[src/rtl/adc_emu_pkg.sv]
package adc_emu_pkg;
  // decoded bus request for one cycle
  typedef struct packed {
    logic conv_lvl;  // convert condition present
    logic rd_lvl;    // read condition present (before busy gating)
  } bus_req_t;
endpackage

[src/rtl/adc_cmd_decode.sv]
module adc_cmd_decode
  import adc_emu_pkg::*;
(
  input  logic clk,
  input  logic rst_n,
  input  logic en_i,
  input  logic cs_n_i,
  input  logic rd_conv_i,
  input  logic busy_i,
  output logic conv_start_o,
  output logic rd_active_o
);
  bus_req_t req;
  logic     conv_lvl_q;

  always_comb begin
    req.conv_lvl = en_i & ~cs_n_i & ~rd_conv_i;
    req.rd_lvl   = en_i & ~cs_n_i & rd_conv_i;
  end

  // remember last level so only a new convert condition counts
  always_ff @(posedge clk or negedge rst_n) begin
    if (!rst_n) conv_lvl_q <= 1'b0;
    else        conv_lvl_q <= req.conv_lvl;
  end

  assign conv_start_o = req.conv_lvl & ~conv_lvl_q & ~busy_i;
  assign rd_active_o  = req.rd_lvl & ~busy_i;
endmodule

[src/rtl/adc_conv_seq.sv]
module adc_conv_seq #(
  parameter int DATA_W      = 12,
  parameter int CONV_CYCLES = 25
) (
  input  logic              clk,
  input  logic              rst_n,
  input  logic              start_i,
  input  logic [DATA_W-1:0] sample_i,
  output logic              busy_o,
  output logic [DATA_W-1:0] result_o
);
  localparam int CNT_W = $clog2(CONV_CYCLES + 1);
  localparam logic [CNT_W-1:0] LAST = CNT_W'(CONV_CYCLES - 1);

  logic [CNT_W-1:0] remain_q;

  always_ff @(posedge clk or negedge rst_n) begin
    if (!rst_n) begin
      busy_o   <= 1'b0;
      remain_q <= '0;
      result_o <= '0;
    end else if (start_i) begin
      busy_o   <= 1'b1;
      remain_q <= LAST;
      result_o <= sample_i;
    end else if (busy_o) begin
      if (remain_q == '0) busy_o <= 1'b0;
      else                remain_q <= remain_q - 1'b1;
    end
  end
endmodule

[src/rtl/adc_out_sel.sv]
module adc_out_sel #(
  parameter int DATA_W = 12,
  parameter int BYTE_W = 8
) (
  input  logic              clk,
  input  logic              rst_n,
  input  logic              rd_active_i,
  input  logic              wide_i,
  input  logic              addr_i,
  input  logic [DATA_W-1:0] result_i,
  output logic [DATA_W-1:0] data_o,
  output logic              data_oe_o,
  output logic              addr_viol_o
);
  localparam int LO_W  = DATA_W - BYTE_W;
  localparam int PAD_W = DATA_W - BYTE_W;

  logic [BYTE_W-1:0] hi_byte, lo_byte, pick;
  logic              byte_rd_q, addr_q;
  logic              byte_rd;

  assign hi_byte = result_i[DATA_W-1 -: BYTE_W];

  generate
    if (LO_W < BYTE_W) begin : g_pad_lo
      assign lo_byte = {result_i[LO_W-1:0], {(BYTE_W-LO_W){1'b0}}};
    end else begin : g_full_lo
      assign lo_byte = result_i[BYTE_W-1:0];
    end
  endgenerate

  assign pick      = addr_i ? lo_byte : hi_byte;
  assign data_oe_o = rd_active_i;
  assign byte_rd   = rd_active_i & ~wide_i;

  always_comb begin
    if (!rd_active_i) data_o = '0;
    else if (wide_i)  data_o = result_i;
    else              data_o = {pick, {PAD_W{1'b0}}};
  end

  always_ff @(posedge clk or negedge rst_n) begin
    if (!rst_n) begin
      byte_rd_q   <= 1'b0;
      addr_q      <= 1'b0;
      addr_viol_o <= 1'b0;
    end else begin
      byte_rd_q   <= byte_rd;
      addr_q      <= addr_i;
      addr_viol_o <= byte_rd & byte_rd_q & (addr_i != addr_q);
    end
  end
endmodule

[src/rtl/adc_ctrl_emu.sv]
module adc_ctrl_emu #(
  parameter int DATA_W      = 12,
  parameter int BYTE_W      = 8,
  parameter int CONV_CYCLES = 25
) (
  input  logic              clk,
  input  logic              rst_n,
  input  logic              en_i,
  input  logic              cs_n_i,
  input  logic              rd_conv_i,
  input  logic              addr_i,
  input  logic              wide_i,
  input  logic [DATA_W-1:0] sample_i,
  output logic              busy_o,
  output logic [DATA_W-1:0] data_o,
  output logic              data_oe_o,
  output logic              addr_viol_o
);
  logic              conv_start, rd_active;
  logic [DATA_W-1:0] result;

  adc_cmd_decode u_dec (
    .clk(clk), .rst_n(rst_n), .en_i(en_i), .cs_n_i(cs_n_i),
    .rd_conv_i(rd_conv_i), .busy_i(busy_o),
    .conv_start_o(conv_start), .rd_active_o(rd_active)
  );

  adc_conv_seq #(.DATA_W(DATA_W), .CONV_CYCLES(CONV_CYCLES)) u_seq (
    .clk(clk), .rst_n(rst_n), .start_i(conv_start), .sample_i(sample_i),
    .busy_o(busy_o), .result_o(result)
  );

  adc_out_sel #(.DATA_W(DATA_W), .BYTE_W(BYTE_W)) u_out (
    .clk(clk), .rst_n(rst_n), .rd_active_i(rd_active), .wide_i(wide_i),
    .addr_i(addr_i), .result_i(result), .data_o(data_o),
    .data_oe_o(data_oe_o), .addr_viol_o(addr_viol_o)
  );
endmodule

[config.mk]
export PLATFORM = sky130hd
export DESIGN_NAME = adc_ctrl_emu
export DESIGN_NICKNAME = d
export VERILOG_FILES = /design/src/rtl/adc_emu_pkg.sv /design/src/rtl/adc_cmd_decode.sv /design/src/rtl/adc_conv_seq.sv /design/src/rtl/adc_out_sel.sv /design/src/rtl/adc_ctrl_emu.sv
export SDC_FILE = /design/constraint.sdc
export NUM_CORES = 1
export LEC_CHECK = 0
export ABC_AREA = 1
export BUFFER_PORTS_ARGS = -buffer_cell sky130_fd_sc_hd__buf_2
export CORE_MARGIN = 2
export CORE_UTILIZATION = 35
export DETAILED_ROUTE_END_ITERATION = 6
export REMOVE_ABC_BUFFERS = 1
export SLEW_MARGIN = 0
export SYNTH_ARGS = -nofsm -noshare
export SYNTH_HDL_FRONTEND = slang
export SYNTH_SLANG_ARGS = --single-unit
[constraint.sdc]
create_clock -name clk -period 1.9 [get_ports clk]
set_clock_uncertainty 0.15 [all_clocks]
set_input_delay 0.285 -clock clk [delete_from_list [all_inputs] [get_ports clk]]
set_output_delay 0.285 -clock clk [all_outputs]
set_load 0.005 [all_outputs]
======== Yosys cells after proc, flatten, opt, wreduce, memory -nomap -nowiden ========
Index checks and enable logic that the tools add are counted.
word-level totals
  register bits after elaboration ......... 22
  input bits .............................. 19
  output and inout bits ................... 15
operators by class
  add/subtract/negate cells ............... 1
  equality and inequality tests ........... 2
  mux-type cells .......................... 9
  bitwise logic cells ..................... 14
  reductions and logical operators ........ 3
operators with widths
  cell                                              count
  2-to-1 mux 12 bit                                 2
  2-to-1 mux 5 bit                                  3
  AND 1 bit                                         9
  2-to-1 mux 8 bit                                  1
  zero test 5 bit                                   1
  NOT 1 bit                                         5
  subtractor 5 x 1 -> 5 bit, second input constant  1
  2-to-1 mux 1 bit                                  3
  inequality test 2 bit, second input constant      1
  AND reduction 2 bit                               1
  nonzero test 2 bit                                1
  inequality test 1 bit                             1

======== Depth between registers and ports, before layout ========
Gate-level depths: netlist of the first run.
  word-level depth ........................ 7
  mapped depth ............................ 7
  gate-level depth less buffers ........... 7

======== By module ========
Synthesis of the first run repeated with hierarchy kept, for this count alone.
unflattened totals
  cells, all modules ...................... 146
  area total of the unflattened synthesis .. 1102.3 sq um
modules (own cells, without submodules)
  module          times used  cells each  area each (sq um)
  adc_conv_seq    1           90          775.7
  adc_out_sel     1           46          264.0
  adc_cmd_decode  1           10          62.6

======== Worst setup path before layout of the first run ========
Ideal clock, no wire load.
  path kind ............................... register to output
  from .................................... register u_seq.busy_o
  to ...................................... output data_o[10]
  data arrival time ....................... 0.905 ns
  data required time ...................... 1.465 ns
  setup slack ............................. 0.560 ns
  stages on the path, launching flop included .. 5
  buffers on the path ..................... 1
  path through ............................ dfrtp_1 > inv_1 > nand3_2 > buf_2 > a21oi_2
on the way
  cells in the longest elaborated chain, start to end .. 3
ends and longest elaborated chain
  element                 line                  text
  start, declared         adc_conv_seq.sv:9     output logic busy_o,
  start signal, assigned  adc_conv_seq.sv:19    busy_o <= 1'b0;
  start signal, assigned  adc_conv_seq.sv:23    busy_o <= 1'b1;
  start signal, assigned  adc_conv_seq.sv:27    if (remain_q == '0) busy_o <= 1'b0;
  NOT 1 bit               adc_cmd_decode.sv:28  assign rd_active_o = req.rd_lvl & ~busy_i;
  AND 1 bit               adc_cmd_decode.sv:28
  2-to-1 mux 12 bit       adc_out_sel.sv:37     if (!rd_active_i) data_o = '0;
  end, declared           adc_ctrl_emu.sv:15    output logic [DATA_W-1:0] data_o,
No other way between the ends.

======== Worst setup path in the final report of the first run ========
  from .................................... register u_seq.busy_o
  to ...................................... output data_o[9]
Same word-level chain as after synthesis.

==> flow_summary.yaml, run 1 <==
routing:
  routed_wl_um: 2610
  via_count: 1057
  antenna_left: 0
  wl_per_cell_um: 11.7
  drtPass1Iterations: 4
  drcViolationCount: 0
  first_iter_violations: 36
  routed_via_density: 4.74
global_route:
  grt_antenna_before_repair: 0
  overflow: 0
  grt_pass1_vias: 981
  grt_pass1_wl_um: 4220
  grt_max_degree: 23
  track_usage: 0.154
run_status:
  status: "completed"
clock_network:
  htreeDepth: 1
  cts_tree: "yes"
  clk_pin_slew_ns: 0.12
  cts_made_buffers: 3
  insertion_delay_ns: 0.30
  clk_root_buffer_cell: "clkbuf_4"
  clk_path_buf_depth: 2
  clkSinkCount: 22
  cts_setup_buffers: 0
final_layout:
  stdcell_area_um2: 1380
  nets: 200
  layout-drive-gt1-share: 0.285
  nFillCells: 336
  register_area_um2: 552
  syn_to_final_growth_pct: 23.7
  multi_input_area_um2: 495
  n_antenna_cell: 0
  fin_cells: 223
floorplan:
  initial_core_util: 0.366
  ios: 34
  rows: 20
  die-area_um2: 3660
  die_height_um: 60.5
  fp.dieW_um: 60.5
  core_area_um2: 3050
synth:
  synth_warnings: 0
  ys.flop_type: "dfrtp_1"
  synthCells: 143
  synthMostInstantiatedCell: "nand2_1"
  seq_area_frac_synth: 0.492
  synth-edff-count: 0
  synth_area_leaders: "dfrtp_1 (49%), nand2_1 (18%), nand3_1 (8.9%), inv_1 (4.4%), nor2_1 (4.4%)"
  synth_common_cells: "nand2_1 (53), dfrtp_1 (22), nand3_1 (20), inv_1 (13), nor2_1 (13)"
  yosysTopAreaCell: "dfrtp_1"
  ys_ff_latch: 22
  async_reset_ff_frac: 1.00
  syn_area_um2: 1120
  ys_types: 18
  synth.avg_cell_area_um2: 7.82
  netlist.area_leader.share: 0.492
power_and_ir_drop:
  p_per_area_nw_per_um2: 1190
  p_leak_uw: 0.000782
  vdd_drop_max_mv: 0.478
sta:
  relSlewSlack: 0.648
  maxSlewViolCount: 0
  final_hold_viol_count: 0
  grt_setup_unrepaired: "no"
  worst_pin_slew_ns: 0.526
  fin_setup_tns_ns: 0
  hold_slack_ns: 0.0455
  fmax_mhz: 569
  period_share: 0.925
  fin_ws_ns: 0.143
  setup_viol: 0
  min_period_ns: 1.76
worst_setup_path:
  startpoint: "u_seq.busy_o"
  required_ns: 1.46
  end_kind: "output pin"
  rrSetupSlack_ns: 0.37
  r2r_end: "u_seq.remain_q[3]"
  critPathKind: "reg -> out"
  reg2regPathDepth: 4
  rr_startpoint: "u_seq.busy_o"
  cp-start-kind: "flop"
  crit_fanout: 6
  arrival_ns: 1.32
run:
  drv_cap: 0
place:
  pre_cts_slack_ns: 0.223
  dpl.cell_count: 216
  place_congestion: 0.786
  io_buffer_count: 33
  hpwl_um: 1760
  placed_area_um2: 1310
hold_path:
  hold_start: "sample_i[8]"
  holdPathStages: 3
  min_to: "u_seq.result_o[8]"
  min_path_type: "in -> reg"
cells in the final DEF, fill, tap and decap left out:
cell            n
nand3_1        20
nand4_1         2
clkbuf_4        3
nand3_2         2
nand2_4         1
nand2_2         2
nand3_4         1
inv_1          12
dfrtp_2         1
xnor2_1         1
nand2_1        53
nor2_2          2
inv_2           2
dlygate4sd3_1   2
a21oi_1         3
dfrtp_1        21
nor2_1         13
buf_2          33
a21oi_2         1
nor3_4          1
buf_4           1
ha_1            1
clkbuf_8        1
stage by stage:
stage / power, µW / utilization
floorplan: 1180 / -
global placement: 1340 / 0.429
detailed placement: 1360 / 0.429
CTS: 1650 / 0.450
global route: 1810 / 0.453
finish: 1640 / 0.453
cell type report:
| type | instances | area share |
|---|---|---|
| Sequential cell | 22 | 0.399 |
| Multi-Input combinational cell | 103 | 0.358 |
| Timing Repair Buffer | 36 | 0.139 |
| Tap cell | 44 | 0.0398 |
| Inverter | 14 | 0.0380 |
| Clock buffer | 4 | 0.0262 |
routing by layer:
| metal | routed length, µm | global-route usage | vias up |
|---|---|---|---|
| met5 | 0 | 0 | - |
| met4 | 40 | 0.0807 | 0 |
| met3 | 137 | 0.0277 | 5 |
| met2 | 1250 | 0.238 | 34 |
| met1 | 1190 | 0.209 | 500 |
| li1 | - | - | 518 |
critical path, stage by stage, from the launching register on:
cell and delay, ns:
dfrtp_2 0.48, inv_2 0.12, nand3_2 0.16, a21oi_1 0.15
buf_2 0.12
registers in the layout, indices dropped and copies added, names as in the netlist:
| register | flops |
|---|---|
| u_dec.conv_lvl_q | 1 |
| u_out.addr_q | 1 |
| u_out.addr_viol_o | 1 |
| u_out.byte_rd_q | 1 |
| u_seq.busy_o | 1 |
| u_seq.remain_q | 5 |
| u_seq.result_o | 12 |
where the power goes:
group | total (µW) | leakage (µW) | switching (µW) | internal [µW]
Clock | 254 | 0.0000210 | 137 | 117
Combinational | 614 | 0.000486 | 377 | 237
Sequential | 777 | 0.000275 | 134 | 643
worst max-delay path by stage:
stage | end | slack, ns | cells after the start
3_5_place_dp | data_o[11] | 0.22 | 6
5_1_grt | data_o[4] | 0.05 | 4
3_3_place_gp | data_o[11] | 0.31 | 5
4_1_cts | data_o[11] | 0.04 | 4
6_report | data_o[9] | 0.14 | 4
2_1_floorplan | u_seq.remain_q[2] | 0.31 | 4
logic make-up (layout without fill, tap and decap cells):
| group | Yosys count | in the layout | synth area share |
|---|---|---|---|
| AO/OA/AOI/OAI | 4 | 4 | 0.0213 |
| flip-flops | 22 | 22 | 0.492 |
| XOR/XNOR | 1 | 1 | 0.00783 |
| adder cells (fa/ha/maj) | 1 | 1 | 0.0112 |
| AND/OR/NAND/NOR | 96 | 97 | 0.387 |
| buffers and inverters | 19 | 54 | 0.0805 |
timing repair:
item                                    CTS  global route
cloned                                    0             1
hold buffers                              2             0
pin swaps                                 0             0
resized for setup                         1             2
endpoints found under the setup margin    8             9
endpoints found under the hold margin    23             0
(Power assumes the default switching activity.)
==> run 2, diff against run 1 <==
Settings changed: HOLD_SLACK_MARGIN set to 0.1.
==> run 2 against run 1 <==
  * Largest power group unchanged
  * Sequential share of layout area decreased by 3.4 points
  * Setup slack got worse by 0.018 ns
  * Cell area increased by 9.4%
==> flow_summary.yaml, run 2 (synthesis results as in run 1) <==
run_status:
  status: "completed"
global_route:
  grt_pass1_wl_um: 4410
  track_usage: 0.161
  overflow: 0
  grt_pass1_vias: 1042
  grt_antenna_before_repair: 0
  grt_max_degree: 23
floorplan:
  die_height_um: 60.5
  ios: 34
  fp.dieW_um: 60.5
  core_area_um2: 3050
  die-area_um2: 3660
  initial_core_util: 0.366
  rows: 20
power_and_ir_drop:
  p_sw_uw: 663
  internal-power_uw: 1010
  p_seq_frac: 0.465
  clock_power_share: 0.156
  p_leak_uw: 0.000836
  vdd_drop_max_mv: 0.477
  p_per_area_nw_per_um2: 1110
  total_power_uw: 1680
  pwr-share-comb: 0.380
  switching_share: 0.395
worst_setup_path:
  critPathKind: "reg -> out"
  reg2regPathDepth: 4
  arrival_ns: 1.34
  end_kind: "output pin"
  cp-start-kind: "flop"
  crit_fanout: 6
  required_ns: 1.46
  rrSetupSlack_ns: 0.36
  rr_startpoint: "u_seq.busy_o"
  r2r_end: "u_seq.remain_q[3]"
sta:
  fin_ws_ns: 0.125
  fin_setup_tns_ns: 0
  final_hold_viol_count: 0
  period_share: 0.934
  relSlewSlack: 0.649
  min_period_ns: 1.78
  grt_setup_unrepaired: "no"
  maxSlewViolCount: 0
  fmax_mhz: 563
  setup_viol: 0
  worst_pin_slew_ns: 0.525
routing:
  via_count: 1118
  dr_wl_met2_um: 1360
  first_iter_violations: 34
  routed_wl_um: 2790
  wl_met1_um: 1260
  antenna_left: 0
  drcViolationCount: 0
  wl_per_cell_um: 11.8
  top_layer: "met4"
  drtPass1Iterations: 4
  met3WireLength_um: 138
  routed_via_density: 4.74
final_layout:
  top_register: "u_seq.result_o"
  n_antenna_cell: 0
  reg_top3: "u_seq.result_o (12), u_seq.remain_q (5)"
  largest_reg_flops: 12
  syn_to_final_growth_pct: 35.3
  mostFrequentLayoutCells: "nand2_1 (53), buf_2 (33), dfrtp_1 (21)"
  nets: 213
  utilization: 0.496
  final_common_cell: "nand2_1"
  layout-drive-gt1-share: 0.266
clock_network:
  cts_setup_buffers: 0
  cts_made_buffers: 3
  clk_path_buf_depth: 2
  clk_root_buffer_cell: "clkbuf_4"
  clk_pin_slew_ns: 0.12
  cts_tree: "yes"
  insertion_delay_ns: 0.31
  htreeDepth: 1
  clkSinkCount: 22
run:
  drv_cap: 0
hold_path:
  min_to: "u_out.addr_viol_o"
  hold_start: "addr_i"
  holdPathStages: 3
  min_path_type: "in -> reg"
place:
  io_buffer_count: 33
  hpwl_um: 1760
  pre_cts_slack_ns: 0.223
  place_congestion: 0.786
run 2: cell type report:
| type | instances | area (µm²) |
|---|---|---|
| Inverter | 14 | 52.6 |
| Timing Repair Buffer | 49 | 323 |
| Tap cell | 44 | 55.1 |
| Sequential cell | 22 | 552 |
| Fill cell | 325 | 1540 |
| Multi-Input combinational cell | 103 | 495 |
| Clock buffer | 4 | 36.3 |
run 2: metal layers:
layer | vias to the layer above | global-route usage
li1 | 543 | -
met1 | 534 | 0.213
met2 | 37 | 0.258
met3 | 4 | 0.0256
met4 | 0 | 0.0807
met5 | - | 0
run 2: timing repair:
action | in CTS | in global routing
hold buffers | 15 | 0
gates cloned | 0 | 1
hold endpoints to repair | 36 | 0
resized for setup | 1 | 2
setup endpoints to repair | 8 | 9
run 2: worst max path at each step:
stage | endpoint | depth (start not counted) | startpoint
after CTS | data_o[11] | 4 | u_seq.busy_o
after global routing | data_o[5] | 4 | u_seq.busy_o
after floorplan | u_seq.remain_q[2] | 4 | u_seq.busy_o
after detailed placement | data_o[11] | 6 | en_i
final | data_o[9] | 4 | u_seq.busy_o
after global placement | data_o[11] | 5 | cs_n_i
run 2: critical path, cell delays in order, from the launching register on:
cell	delay [ns]
dfrtp_2	0.48
inv_2	0.12
nand3_2	0.16
a21oi_1	0.15
buf_2	0.12
run 2: power groups by stage:
| stage | logic [µW] | clock network, µW | registers [µW] |
|---|---|---|---|
| 6_report | 637 | 261 | 779 |
| 4_1_cts | 627 | 268 | 771 |
| 3_5_place_dp | 586 | 0 | 778 |
| 3_3_place_gp | 566 | 0 | 775 |
| 2_1_floorplan | 434 | 0 | 749 |
| 5_1_grt | 738 | 288 | 802 |
run 2: stage by stage:
stage	std cells	hold slack (ns)	instance area, µm²
after floorplan	138	-0.161	1080
final	236	0.146	1510
after global routing	236	0.137	1510
after global placement	216	0.134	1310
after CTS	235	0.133	1500
after detailed placement	216	0.135	1310
